## src/rtl/sgb_pkg.sv

```systemverilog
package sgb_pkg;

   typedef enum logic [1:0] {
      SGB_IDLE = 2'd0,
      SGB_TEST = 2'd1,
      SGB_STEP = 2'd2
   } sgb_state_t;

   localparam int SGB_LINEAR = 0;
   localparam int SGB_DOUBLING = 1;

   // Gap value of table entry i for the chosen growth mode.
   function automatic longint sgb_gap_at(int kind, longint base, longint step, int i);
      if (kind == SGB_LINEAR) return base + step * i;
      return base + step * ((longint'(1) << i) - 1);
   endfunction

endpackage

```

## src/rtl/sgb_gap_table.sv

```systemverilog
module sgb_gap_table
   import sgb_pkg::*;
#(
   parameter int N_GAPS = 8,
   parameter int GAP_W = 16,
   parameter int TABLE_KIND = SGB_LINEAR,
   parameter int GAP_BASE = 40,
   parameter int GAP_STEP = 8,
   localparam int IDX_W = $clog2(N_GAPS)
) (
   input  logic [IDX_W-1:0] idx,
   output logic [GAP_W-1:0] gap
);

   logic [GAP_W-1:0] entries [N_GAPS];

   if (N_GAPS < 2) begin : g_bad_depth
      $error("sgb_gap_table: N_GAPS must be at least 2");
   end
   if (TABLE_KIND != SGB_LINEAR && TABLE_KIND != SGB_DOUBLING) begin : g_bad_kind
      $error("sgb_gap_table: unknown TABLE_KIND");
   end
   if (sgb_gap_at(TABLE_KIND, GAP_BASE, GAP_STEP, N_GAPS-1) >= (longint'(1) << GAP_W))
   begin : g_bad_width
      $error("sgb_gap_table: last gap does not fit GAP_W");
   end
   if (GAP_BASE < 0) begin : g_bad_base
      $error("sgb_gap_table: GAP_BASE must not be negative");
   end

   for (genvar i = 0; i < N_GAPS; i++) begin : g_entry

      if (i > 0) begin : g_mono
         if (sgb_gap_at(TABLE_KIND, GAP_BASE, GAP_STEP, i) <=
             sgb_gap_at(TABLE_KIND, GAP_BASE, GAP_STEP, i-1)) begin : g_not_rising
            $error("sgb_gap_table: gap table is not strictly increasing");
         end
      end
      if (TABLE_KIND == SGB_LINEAR) begin : g_lin
         assign entries[i] = GAP_W'(GAP_BASE + GAP_STEP * i);
      end else begin : g_dbl
         assign entries[i] = GAP_W'(sgb_gap_at(SGB_DOUBLING, GAP_BASE, GAP_STEP, i));
      end
   end

   assign gap = entries[idx];

endmodule

```

## src/rtl/sgb_step_counter.sv

```systemverilog
module sgb_step_counter #(
   parameter int N_GAPS = 8,
   localparam int IDX_W = $clog2(N_GAPS),
   localparam logic [IDX_W-1:0] LAST = IDX_W'(N_GAPS - 1)
) (
   input  logic             clk,
   input  logic             rst_n,
   input  logic             clear,
   input  logic             advance,
   output logic [IDX_W-1:0] idx,
   output logic             at_last
);

   always_ff @(posedge clk or negedge rst_n) begin
      if (!rst_n) begin
         idx <= '0;
      end else if (clear) begin
         idx <= '0;
      end else if (advance && idx != LAST) begin
         idx <= idx + 1'b1;
      end
   end

   assign at_last = (idx == LAST);


   step_one_chk: assert property (@(posedge clk) disable iff (!rst_n)
      (advance && !clear && !at_last) |=> (idx == $past(idx) + 1'b1));


   no_wrap_chk: assert property (@(posedge clk) disable iff (!rst_n)
      (at_last && !clear) |=> at_last);

endmodule

```

## src/rtl/sgb_sequencer.sv

```systemverilog
module sgb_sequencer
   import sgb_pkg::*;
#(
   parameter int N_GAPS = 8,
   localparam int IDX_W = $clog2(N_GAPS)
) (
   input  logic             clk,
   input  logic             rst_n,
   input  logic             run_go,
   input  logic             tst_done,
   input  logic             tst_pass,
   input  logic [IDX_W-1:0] idx,
   input  logic             at_last,
   output logic             clear,
   output logic             advance,
   output logic             tst_req,
   output logic             bin_done,
   output logic [IDX_W-1:0] bin_idx,
   output logic             bin_reject
);

   sgb_state_t state;

   logic verdict;
   assign verdict = (state == SGB_TEST) && tst_done;

   assign clear   = (state == SGB_IDLE) && run_go;
   assign advance = verdict && !tst_pass && !at_last;
   assign tst_req = (state == SGB_TEST);

   always_ff @(posedge clk or negedge rst_n) begin
      if (!rst_n) begin
         state      <= SGB_IDLE;
         bin_done   <= 1'b0;
         bin_idx    <= '0;
         bin_reject <= 1'b0;
      end else begin
         bin_done <= 1'b0;
         unique case (state)
            SGB_IDLE: begin
               if (run_go) state <= SGB_TEST;
            end
            SGB_TEST: begin
               if (tst_done) begin
                  if (tst_pass) begin
                     bin_idx    <= idx;
                     bin_reject <= 1'b0;
                     bin_done   <= 1'b1;
                     state      <= SGB_IDLE;
                  end else if (at_last) begin
                     bin_idx    <= idx;
                     bin_reject <= 1'b1;
                     bin_done   <= 1'b1;
                     state      <= SGB_IDLE;
                  end else begin
                     state <= SGB_STEP;
                  end
               end
            end
            SGB_STEP: begin
               state <= SGB_TEST;
            end
            default: state <= SGB_IDLE;
         endcase
      end
   end


   req_hold_chk: assert property (@(posedge clk) disable iff (!rst_n)
      (tst_req && !tst_done) |=> tst_req);


   done_pulse_chk: assert property (@(posedge clk) disable iff (!rst_n)
      bin_done |=> !bin_done);


   done_cause_chk: assert property (@(posedge clk) disable iff (!rst_n)
      bin_done |-> ($past(tst_done) && $past(tst_req)));


   idle_ignore_chk: assert property (@(posedge clk) disable iff (!rst_n)
      (!tst_req && !bin_done) |=> !bin_done);


   step_gap_chk: assert property (@(posedge clk) disable iff (!rst_n)
      (tst_req && tst_done && !tst_pass && !at_last) |=> (!tst_req ##1 tst_req));

endmodule

```

## src/rtl/speed_bin_ctrl.sv

```systemverilog
module speed_bin_ctrl
   import sgb_pkg::*;
#(
   parameter int N_GAPS = 8,
   parameter int GAP_W = 16,
   parameter int TABLE_KIND = SGB_LINEAR,
   parameter int GAP_BASE = 40,
   parameter int GAP_STEP = 8,
   localparam int IDX_W = $clog2(N_GAPS)
) (
   input  logic             clk,
   input  logic             rst_n,
   input  logic             run_go,
   output logic [GAP_W-1:0] cap_gap,
   output logic             tst_req,
   input  logic             tst_done,
   input  logic             tst_pass,
   output logic [IDX_W-1:0] bin_idx,
   output logic             bin_reject,
   output logic             bin_done
);

   logic [IDX_W-1:0] cur_idx;
   logic             at_last;
   logic             clear;
   logic             advance;

   sgb_gap_table #(
      .N_GAPS(N_GAPS), .GAP_W(GAP_W), .TABLE_KIND(TABLE_KIND),
      .GAP_BASE(GAP_BASE), .GAP_STEP(GAP_STEP)
   ) u_table (
      .idx(cur_idx),
      .gap(cap_gap)
   );

   sgb_step_counter #(.N_GAPS(N_GAPS)) u_count (
      .clk(clk), .rst_n(rst_n), .clear(clear), .advance(advance),
      .idx(cur_idx), .at_last(at_last)
   );

   sgb_sequencer #(.N_GAPS(N_GAPS)) u_seq (
      .clk(clk), .rst_n(rst_n), .run_go(run_go),
      .tst_done(tst_done), .tst_pass(tst_pass),
      .idx(cur_idx), .at_last(at_last),
      .clear(clear), .advance(advance), .tst_req(tst_req),
      .bin_done(bin_done), .bin_idx(bin_idx), .bin_reject(bin_reject)
   );


   gap_steady_chk: assert property (@(posedge clk) disable iff (!rst_n)
      (tst_req && !tst_done) |=> $stable(cap_gap));


   reject_bin_chk: assert property (@(posedge clk) disable iff (!rst_n)
      bin_reject |-> (bin_idx == IDX_W'(N_GAPS - 1)));


   busy_start_chk: assert property (@(posedge clk) disable iff (!rst_n)
      (tst_req && !tst_done && run_go) |=> (tst_req && $stable(cap_gap)));

endmodule

```

## config.mk

```make
export PLATFORM = sky130hd
export DESIGN_NAME = speed_bin_ctrl
export DESIGN_NICKNAME = d
export VERILOG_FILES = /design/src/rtl/sgb_pkg.sv /design/src/rtl/sgb_gap_table.sv /design/src/rtl/sgb_step_counter.sv /design/src/rtl/sgb_sequencer.sv /design/src/rtl/speed_bin_ctrl.sv
export SDC_FILE = /design/constraint.sdc
export NUM_CORES = 1
export LEC_CHECK = 0
export BUFFER_PORTS_ARGS = -buffer_cell sky130_fd_sc_hd__buf_4
export CORE_AREA = 2 2 39 41
export DETAILED_ROUTE_END_ITERATION = 12
export DIE_AREA = 0 0 41 43
export PLACE_DENSITY = 0.86
export SYNTH_ARGS = -nofsm -noshare
export SYNTH_HDL_FRONTEND = slang
export SYNTH_SLANG_ARGS = --single-unit
```

## constraint.sdc

```tcl
create_clock -name clk -period 3.66 [get_ports clk]
set_clock_uncertainty 0.05 [all_clocks]
set_input_delay 0.732 -clock clk [delete_from_list [all_inputs] [get_ports clk]]
set_output_delay 0.732 -clock clk [all_outputs]
set_load 0.005 [all_outputs]
```

==> key figures, run 1 <==
Outcome
  • Result of the run: finished, final reports clean

Critical path
  • Family with the most delay on the worst path: flip-flops
  • Largest stage delay, worst path: a little over 0.4 ns
  • Worst-path cell with the longest stage delay: dfrtp_1
  • Cells traversed along the worst timing path: ha_1, inv_1, ha_1, inv_1, buf_4
  • Worst path required time: between 2 and 3 ns
  • Category of the worst setup path capture point: output port
  • Endpoint arrival time on the critical path: around 1.3 ns
  • Category of the most critical setup path: reg2out
  • Nature of the critical path startpoint: register
  • Maximum fanout count along the critical path: 4
  • Critical path buffer and inverter count: 3

Synthesis
  • Cell area after synthesis: 611.8 um2
  • Top post-synthesis cells by area: dfrtp_1 (41%), buf_4 (15%), mux2_4 (7.4%)
  • Number of different library cells in the post-synthesis netlist: 20
  • Sequential share of the synthesized area: 0.4090
  • Share of the synthesized area in the top cell type: 0.4090
  • Number of instances in the synthesized netlist: 55
  • Warnings, synthesis: 0
  • FF+latch count, synth: 10
  • Synth Area per Inst: 11.12 um2
  • Largest area contributor in the netlist: dfrtp_1

Floorplan
  • Total I/O pin count: 27
  • Placeable core region: between 1000 and 1500 um2
  • Starting utilization of the core area: 0.4421
  • Overall die width: 41 um
  • Row count: 14
  • Die extent in y: 43 um
  • Die Area: 1763 um2

Drt
  • Initial DRT Pass Iterations: 4
  • Number of nets with antenna violations after routing: 0
  • Routed len/inst: about 11 um
  • Routed via count: 394
  • Iteration-0 DRC Markers: 4
  • Overall routed net length: 956 um
  • Post-detailed-route via-to-cell ratio: 4.581
  • Post-detailed-route DRC marker count: 0

Final layout
  • Most used cells in the layout excluding fill and tap cells: buf_4 (14), conb_1 (12), dfrtp_1 (10), inv_1 (4), o21ai_0 (4)
  • Net count reported at finish: 80
  • Cell area after layout: 706.9 um2
  • Flip-flop and latch area: 250.2 um2
  • Area of the multi-input gates: around 290 um2
  • Number of antenna diodes: 0
  • Number of fill cells in the layout: 131
  • Most common library cell in the layout ignoring fill and taps: buf_4
  • Share of layout cells above drive strength 1: 0.4000
  • Area growth from synthesis to layout: 15.54%
  • Final core occ: 0.5109

Clock network
  • TritonCTS Sinks: 10
  • Clk root buf: clkbuf_4
  • Clock buffers created by TritonCTS: 3
  • CTS Hold Bufs: 0
  • CTS tree: done
  • CTS resizes: 0
  • Number of buffers added for setup after CTS: 0
  • Number of H-tree branching levels: 1
  • Worst-case clock buffer depth: 2
  • Clock latency at the later pin of the worst-skew pair: 0.26 ns
  • Clock transition at path regs: 0.06 ns

Placed design
  • Final weighted congestion of routability-driven global placement: 0.8048
  • IO Port Bufs: 14
  • Total cell area at the placement stage: 684.4 um2
  • HPWL after detailed placement: roughly 800 um
  • Worst slack at placement: roughly 1.9 ns

STA
  • Final period utilization: 0.5611
  • Final critical path time including I/O delays and setup: 2.053 ns
  • Final number of max-transition violations: 0
  • Worst path setup slack after routing: 1.607 ns
  • Final-report setup violation count: 0
  • Setup repair after global routing missed its margin: no
  • Fin. Hold Viols: 0
  • Maximum clock frequency: 487.0 MHz
  • Final sum of negative setup slack: 0 ns

Global route
  • Vias in the first global route: 383
  • Number of antenna violations at the first check in global routing: 0
  • GR Overflow Total: 0
  • Wire length of the first global-routing pass: 1.559 mm
  • Total global-route track usage: 0.1340
  • Largest net degree at the start of global routing: 11

Power and ir drop
  • IR drop worst, VDD: 235.2 uV
  • Cell Int Power: 264.0 uW
  • Static power due to leakage: 0.3843 nW
  • Share of total power in the clock network: 0.188
  • Areal power density over the cells: around 550 nW/um2
  • Reg power frac: 0.419
  • Switching power total: 121.9 uW
  • Switching fraction of total power: 0.3158
  • Fraction of power consumed by combinational cells: 0.393

Run
  • Max-cap violations: 0

Min path
  • Path category of the worst min-delay check: in2async
## through the flow
| step | total power [mW] | hold WS [ns] | std cells |
|---|---|---|---|
| floorplan | 0.2524 | 0.3864 | 66 |
| global placement | 0.3100 | 0.4498 | 83 |
| detailed placement | 0.3164 | 0.4585 | 83 |
| CTS | 0.3912 | 0.2348 | 86 |
| global route | 0.4163 | 0.2324 | 86 |
| finish | 0.3858 | 0.2380 | 86 |
## registers in the layout, summed over array words and instances, names as in the netlist
| signal | cells |
|---|---|
| u_seq.bin_done | 1 |
| u_seq.state | 2 |
| u_count.idx | 3 |
| u_seq.bin_reject | 1 |
| u_seq.bin_idx | 3 |
## worst paths after layout
check / from / to / slack (ns) / depth (start not counted)
worst min register to register: u_seq.bin_idx[1] / u_seq.bin_idx[1] / 0.47 / 1
min in group clk: u_seq.bin_idx[1] / u_seq.bin_idx[1] / 0.47 / 1
worst min-delay path: rst_n / u_count.idx[2] / 0.24 / 1
worst max register to register: u_count.idx[0] / u_seq.bin_idx[2] / 1.97 / 5
worst max-delay path: u_count.idx[0] / cap_gap[6] / 1.61 / 5
max in group asynchronous: rst_n / u_seq.bin_idx[1] / 3.18 / 1
## power groups by stage
stage	clock (mW)	combinational, mW	sequential [mW]
after global routing	0.0808	0.169	0.167
after CTS	0.0759	0.154	0.162
final	0.0726	0.152	0.162
after global placement	0	0.148	0.162
after floorplan	0	0.0928	0.160
after detailed placement	0	0.152	0.164
## synth_stat cells, drive strengths merged
cell / instances
nor3: 1
a21oi: 2
and3b: 1
mux2: 3
conb: 1
or3b: 1
o31a: 1
clkbuf: 1
inv: 4
buf: 12
nor2: 2
nand2: 3
ha: 3
nand3: 3
o21ai: 4
and2b: 1
xnor2: 1
dfrtp: 10
nand3b: 1
## metal layers
| metal | track usage | part of all wire | wire length, um |
|---|---|---|---|
| met1 | 0.1167 | 0.35 | 338 |
| met2 | 0.2313 | 0.56 | 539 |
| met3 | 0.08377 | 0.082 | 78 |
| met4 | 0.04667 | 0 | 0 |
| met5 | 0 | 0 | 0 |
## logic make-up after synthesis
| family | share of synthesized area |
|---|---|
| buffers and inverters | 0.1779 |
| other | 0.006129 |
| xor gates and xnor gates | 0.01432 |
| muxes | 0.07361 |
| and+or+nand+nor | 0.1922 |
| AOI/OAI and AO/OA | 0.06544 |
| adders and majority gates | 0.06136 |
| DFF | 0.4090 |
## final cells by class
cell class / count / area share
multi-input cells: 39 / 0.4159
flip-flops and latches: 10 / 0.3540
repair buffers: 14 / 0.1487
clock buffers: 3 / 0.03186
well taps: 16 / 0.02832
inverters: 4 / 0.02124
Power figures use the tool's default switching activity.
==> inputs of run 2 (changes only) <==
--- a/config.mk
+++ b/config.mk
@@ -5,11 +5,11 @@
 export SDC_FILE = /design/constraint.sdc
 export NUM_CORES = 1
 export LEC_CHECK = 0
+export ABC_AREA = 1
 export BUFFER_PORTS_ARGS = -buffer_cell sky130_fd_sc_hd__buf_4
-export CORE_AREA = 2 2 39 41
+export CORE_UTILIZATION = 40
 export DETAILED_ROUTE_END_ITERATION = 12
-export DIE_AREA = 0 0 41 43
-export PLACE_DENSITY = 0.86
+export PLACE_DENSITY = 0.8
 export SYNTH_ARGS = -nofsm -noshare
 export SYNTH_HDL_FRONTEND = slang
 export SYNTH_SLANG_ARGS = --single-unit
==> constraint.sdc (replaced) <==
create_clock -name clk -period 1.7 [get_ports clk]
set_clock_uncertainty 0.05 [all_clocks]
set_input_delay 0.34 -clock clk [delete_from_list [all_inputs] [get_ports clk]]
set_output_delay 0.34 -clock clk [all_outputs]
set_load 0.005 [all_outputs]
==> key figures, run 2 <==
Outcome
  • Result of the run: finished, final reports clean

Global route
  • Wire length of the first global-routing pass: approximately 1.6 mm
  • Vias in the first global route: 402
  • Total global-route track usage: 0.1563
  • Largest net degree at the start of global routing: 11
  • GR Overflow Total: 0
  • Number of antenna violations at the first check in global routing: 0

Critical path
  • Flop2flop setup slack: 0.23 ns
  • Family with the most delay on the worst path: flip-flops
  • Worst path required time: 1.31 ns
  • Largest stage delay, worst path: 0.38 ns
  • Most frequent CP cell: inv_1
  • Endpoint arrival time on the critical path: 1.20 ns
  • Maximum fanout count along the critical path: 3
  • Critical path buffer and inverter count: 3
  • Worst reg-to-reg path cell count: 6
  • Worst-path cell with the longest stage delay: dfrtp_1
  • Nature of the critical path startpoint: register
  • Worst reg2reg path endpoint: u_count.idx[2]
  • Category of the worst setup path capture point: output port
  • Startpoint of the most critical register-to-register path: u_count.idx[1]
  • Cells traversed along the worst timing path: ha_2, inv_1, ha_1, inv_1, buf_4
  • Category of the most critical setup path: reg2out

STA
  • Final sum of negative setup slack: 0 ns
  • Fin. Hold Viols: 0
  • Worst path setup slack after routing: 0.1089 ns
  • Setup repair after global routing missed its margin: no
  • Final-report setup violation count: 0
  • Maximum clock frequency: 628.5 MHz
  • Final critical path time including I/O delays and setup: 1.591 ns
  • Final number of max-transition violations: 0
  • Final period utilization: 0.9360

Final layout
  • Most used cells in the layout excluding fill and tap cells: buf_4 (15), nand2_1 (12), conb_1 (12), dfrtp_1 (10)
  • Number of antenna diodes: 0
  • Layout Cells excl Fill: 100
  • Most common library cell in the layout ignoring fill and taps: buf_4
  • Net count reported at finish: 94
  • Share of layout cells above drive strength 1: 0.3412
  • Largest registers in the final layout: u_count.idx (3), u_seq.bin_idx (3), u_seq.state (2)
  • Area growth from synthesis to layout: 21.25%

Synthesis
  • Async SR Flop Fraction: 1.000
  • Main flop type after synthesis: dfrtp_1
  • FF+latch count, synth: 10
  • Number of enable-type register cells in the synthesized netlist: 0
  • Top post-synthesis cells by area: dfrtp_1 (42%), buf_4 (15%), nand2_1 (7.5%)
  • Sequential share of the synthesized area: 0.4167
  • List of most frequent post-synthesis cells: buf_4 (12), nand2_1 (12), dfrtp_1 (10)
  • Number of different library cells in the post-synthesis netlist: 17
  • Warnings, synthesis: 0
  • Number of instances in the synthesized netlist: 67
  • Share of the synthesized area in the top cell type: 0.4167
  • Synth Area per Inst: between 8 and 9 um2
  • Cell area after synthesis: 600.6 um2
  • Largest area contributor in the netlist: dfrtp_1

Floorplan
  • Die extent in y: between 40 and 50 um
  • Placeable core region: 1350 um2
  • Overall die width: 40.75 um
  • Starting utilization of the core area: 0.4449
  • Row count: 13
  • Die Area: between 1500 and 2000 um2
  • Total I/O pin count: 27

Clock network
  • Worst-case clock buffer depth: 2
  • Clk root buf: clkbuf_4
  • CTS tree: done
  • Number of H-tree branching levels: 1
  • Clock latency at the later pin of the worst-skew pair: ~0.26 ns
  • Clock buffers created by TritonCTS: 3
  • TritonCTS Sinks: 10
  • Clock transition at path regs: 0.06 ns

Drt
  • Iteration-0 DRC Markers: 16
  • Routed via count: 451
  • Initial DRT Pass Iterations: 4
  • Routed len/inst: about 9.9 um
  • Post-detailed-route via-to-cell ratio: 4.510
  • Post-detailed-route DRC marker count: 0
  • Overall routed net length: just under 1 mm
  • Number of nets with antenna violations after routing: 0

Power and ir drop
  • IR drop worst, VDD: between 500 and 600 uV
  • Switching power total: approximately 240 uW
  • Reg power frac: 0.412
  • Areal power density over the cells: 1105 nW/um2
  • Share of total power in the clock network: 0.258
  • Static power due to leakage: 0.4016 nW
  • Cell Int Power: 560.0 uW
  • Fraction of power consumed by combinational cells: 0.330
  • Switching fraction of total power: 0.3043

Run
  • Max-cap violations: 0

Placed design
  • HPWL after detailed placement: 786.1 um
  • Final weighted congestion of routability-driven global placement: 0.7965
  • Worst slack at placement: about 0.18 ns
  • Cell count after placement: 94
  • IO Port Bufs: 14

Min path
  • Hold Path Stages: 2
  • Hold wc startpoint: tst_done
  • Path category of the worst min-delay check: in2reg
  • Worst-case hold path end point: u_seq.state[0]
==> run 2: worst max path at each step <==
stage / start / to / cells after the start
final: u_count.idx[1] / cap_gap[6] / 5
after global routing: u_count.idx[1] / cap_gap[6] / 5
after CTS: u_count.idx[0] / cap_gap[6] / 5
after detailed placement: u_count.idx[0] / u_count.idx[1] / 6
after global placement: u_count.idx[0] / u_count.idx[0] / 6
after floorplan: u_count.idx[0] / u_count.idx[0] / 6
==> run 2: cell families (layout without fill, tap and decap cells) <==
group | Yosys count | after routing | synth area share
xor+xnor | 1 | 1 | 0.01459
fa+ha+maj | 3 | 3 | 0.06251
other cells | 1 | 12 | 0.006244
simple gates | 26 | 26 | 0.2479
buf+inv | 21 | 28 | 0.2063
compound gates | 5 | 5 | 0.04582
flops | 10 | 10 | 0.4167
==> run 2: layer usage <==
layer	wire length [um]	vias to the layer above	track usage
li1	-	220	-
met1	365	207	0.1353
met2	539	22	0.3016
met3	73	2	0.06522
met4	12	0	0.07500
met5	0	-	0
==> run 2: final cells by class <==
type                            instances  area [um2]
Inverter                                8       30.03
Sequential cell                        10       250.2
Clock buffer                            4       36.28
Fill cell                             128       621.8
Multi-Input combinational cell         47       270.3
Timing Repair Buffer                   16       122.6
Tap cell                               15       18.77
==> run 2: power groups by stage <==
| stage | clock (mW) | combinational (mW) | sequential (mW) |
|---|---|---|---|
| 2_1_floorplan | 0 | 0.149 | 0.334 |
| 3_3_place_gp | 0 | 0.246 | 0.335 |
| 3_5_place_dp | 0 | 0.249 | 0.338 |
| 4_1_cts | 0.218 | 0.252 | 0.334 |
| 5_1_grt | 0.234 | 0.306 | 0.339 |
| 6_report | 0.208 | 0.266 | 0.331 |
==> run 2: worst register-to-register path: cells and delay by family, from the launching register on <==
kind / cells / cell delay [ns]
simple gates: 4 / 0.50
fa+ha+maj: 2 / 0.42
flops: 1 / 0.40
==> run 2: timing repair <==
item                                    CTS  global route
hold buffers                              1             0
endpoints found under the setup margin    0             1
resized for setup                         0             1
hold endpoints to repair                 10             0
buffers inserted                          0             1
==> run 2: per-stage QoR <==
stage	utilization	cell area, um2	hold WS (ns)	power, mW
finish	0.5394	728.2	0.2539	0.8049
global route	0.5394	728.2	0.2372	0.8787
CTS	0.5320	718.2	0.2482	0.8042
detailed placement	0.4977	671.9	0.1267	0.5866
global placement	0.4977	671.9	0.1239	0.5806
floorplan	-	641.9	-0.005591	0.4826
==> inputs of run 3 (changes only) <==
--- a/config.mk
+++ b/config.mk
@@ -7,9 +7,10 @@
 export LEC_CHECK = 0
 export ABC_AREA = 1
 export BUFFER_PORTS_ARGS = -buffer_cell sky130_fd_sc_hd__buf_4
-export CORE_UTILIZATION = 40
+export CORE_UTILIZATION = 49
 export DETAILED_ROUTE_END_ITERATION = 12
-export PLACE_DENSITY = 0.8
+export PLACE_DENSITY = 0.9
 export SYNTH_ARGS = -nofsm -noshare
 export SYNTH_HDL_FRONTEND = slang
+export SYNTH_HIERARCHICAL = 1
 export SYNTH_SLANG_ARGS = --single-unit
==> constraint.sdc (replaced) <==
create_clock -name clk -period 2 [get_ports clk]
set_clock_uncertainty 0.05 [all_clocks]
set_input_delay 0.4 -clock clk [delete_from_list [all_inputs] [get_ports clk]]
set_output_delay 0.4 -clock clk [all_outputs]
set_load 0.005 [all_outputs]
==> key figures, run 3 <==
Drt
  • Routed via count: 481
  • Post-detailed-route DRC marker count: 0
  • Iteration-0 DRC Markers: 8
  • Routed len/inst: 10.67 um
  • Overall routed net length: 1.142 mm
  • Post-detailed-route via-to-cell ratio: 4.495
  • Initial DRT Pass Iterations: 4
  • Number of nets with antenna violations after routing: 0

Final layout
  • Most common library cell in the layout ignoring fill and taps: nand2_1
  • Net count reported at finish: 103
  • Share of layout cells above drive strength 1: 0.2796
  • Number of antenna diodes: 0
  • Largest registers in the final layout: u_count/idx (3), u_seq/bin_idx (3), u_seq/state (2)
  • Area growth from synthesis to layout: 18.75%
  • Most used cells in the layout excluding fill and tap cells: nand2_1 (15), buf_4 (14), conb_1 (12), nand3_1 (10), dfrtp_1 (10)

Synthesis
  • Main flop type after synthesis: dfrtp_1
  • FF+latch count, synth: 10
  • Most frequent cell after synthesis: nand2_1
  • Number of different library cells in the post-synthesis netlist: 20
  • Share of the synthesized area in the top cell type: 0.3906
  • List of most frequent post-synthesis cells: nand2_1 (15), buf_4 (12), dfrtp_1 (10), nand3_1 (10), inv_1 (7)
  • Synth Area per Inst: 8.542 um2
  • Number of enable-type register cells in the synthesized netlist: 0
  • Top post-synthesis cells by area: dfrtp_1 (39%), buf_4 (14%), nand2_1 (8.8%)
  • Number of instances in the synthesized netlist: 75
  • Largest area contributor in the netlist: dfrtp_1
  • Async SR Flop Fraction: 1.000
  • Cell area after synthesis: 640.6 um2
  • Warnings, synthesis: 6
  • Sequential share of the synthesized area: 0.3906

STA
  • Final number of max-transition violations: 0
  • Fin. Hold Viols: 0
  • Final critical path time including I/O delays and setup: 1.764 ns
  • Maximum clock frequency: 566.9 MHz
  • Setup repair after global routing missed its margin: no
  • Final period utilization: 0.8820
  • Final-report setup violation count: 0
  • Worst hold slack after final layout: 0.3471 ns
  • Final sum of negative setup slack: 0 ns

Clock network
  • CTS tree: done
  • Number of H-tree branching levels: 1
  • Clk root buf: clkbuf_4
  • TritonCTS Sinks: 10
  • Worst-case clock buffer depth: 2
  • Clock transition at path regs: around 0.060 ns
  • Clock latency at the later pin of the worst-skew pair: between 0.2 and 0.3 ns
  • CTS resizes: 0
  • Number of buffers added for setup after CTS: 0
  • Clock buffers created by TritonCTS: 3
  • CTS Hold Bufs: 1

Critical path
  • Category of the most critical setup path: reg2out
  • Nature of the critical path startpoint: register
  • Worst reg-to-reg path cell count: 9
  • Flop2flop setup slack: around 0.24 ns
  • Worst path required time: ~1.6 ns
  • Maximum fanout count along the critical path: 7
  • Endpoint arrival time on the critical path: 1.31 ns
  • Worst reg2reg path endpoint: u_count/idx[0]
  • Category of the worst setup path capture point: output port
  • Startpoint of the most critical register-to-register path: u_count/idx[0]

Global route
  • GR Overflow Total: 0
  • Number of antenna violations at the first check in global routing: 0
  • Vias in the first global route: 432
  • Wire length of the first global-routing pass: 1.876 mm
  • Largest net degree at the start of global routing: 11
  • Total global-route track usage: 0.2042

Power and ir drop
  • IR drop worst, VDD: 774.3 uV
  • Static power due to leakage: 0.4419 nW
  • Areal power density over the cells: 1143 nW/um2

Floorplan
  • Total I/O pin count: 27
  • Row count: 12
  • Die extent in y: about 38 um
  • Placeable core region: 1156 um2
  • Die Area: between 1000 and 1500 um2
  • Overall die width: 38.16 um
  • Starting utilization of the core area: 0.5541

Placed design
  • HPWL after detailed placement: 889.8 um
  • IO Port Bufs: 14
  • Final weighted congestion of routability-driven global placement: 0.7712

Min path
  • Worst-case hold path end point: u_seq/state[0]
  • Hold wc startpoint: run_go
  • Hold Path Stages: 3
  • Path category of the worst min-delay check: in2reg

Run
  • Max-cap violations: 0

Outcome
  • Result of the run: finished, final reports clean
-- run 3: worst max path at each step --
| stage | from | end | cells past startpoint |
|---|---|---|---|
| after floorplan | u_count/idx[0] | u_count/idx[0] | 9 |
| after global placement | u_count/idx[0] | u_count/idx[2] | 9 |
| after detailed placement | u_count/idx[0] | u_count/idx[2] | 9 |
| after CTS | u_count/idx[0] | cap_gap[6] | 3 |
| after global routing | u_count/idx[0] | u_count/idx[0] | 9 |
| final | u_count/idx[0] | cap_gap[6] | 3 |
-- run 3: metal layers --
metal	global-route usage	vias up	share of wire
met5	0	-	0
met4	0.1339	0	0.017
met3	0.08721	2	0.078
met2	0.3347	22	0.52
met1	0.2088	210	0.38
li1	-	247	-
-- run 3: critical path: stages (launching register included) --
cell,delay [ns]
dfrtp_1,0.45
ha_1,0.24
or2_1,0.22
buf_4,0.13
-- run 3: cell type report --
| cell class | instances | area, um2 |
|---|---|---|
| clock buffers | 4 | 36.28 |
| fillers | 90 | 395.4 |
| inverters | 10 | 38.79 |
| multi-input cells | 54 | 302.8 |
| flip-flops and latches | 10 | 250.2 |
| well taps | 14 | 17.52 |
| repair buffers | 15 | 115.1 |
-- run 3: cells by family (layout without fill, tap and decap cells) --
family / after synthesis / count (layout) / share of synthesized area
simple gates: 36 / 36 / 0.3086
buf+inv: 22 / 29 / 0.2012
flops: 10 / 10 / 0.3906
fa+ha+maj: 4 / 4 / 0.07813
compound gates: 2 / 2 / 0.01561
other cells: 1 / 12 / 0.005854
-- run 3: power by group --
part	switching (mW)	internal, mW	total, mW
clock	0.0775	0.111	0.188
sequential	0.0644	0.266	0.330
combinational	0.179	0.172	0.351
total	0.321	0.549	0.869
-- run 3: stage by stage --
| stage | area [um2] | std cells | util | power (mW) | setup WS, ns |
|---|---|---|---|---|---|
| final | 760.7 | 107 | 0.6580 | 0.8695 | 0.2359 |
| after global routing | 760.7 | 107 | 0.6580 | 0.9451 | 0.1043 |
| after CTS | 760.7 | 107 | 0.6580 | 0.8831 | 0.2230 |
| after detailed placement | 714.4 | 102 | 0.6180 | 0.6897 | 0.2628 |
| after global placement | 714.4 | 102 | 0.6180 | 0.6590 | 0.3126 |
| after floorplan | 681.9 | 86 | - | 0.5316 | 0.4012 |
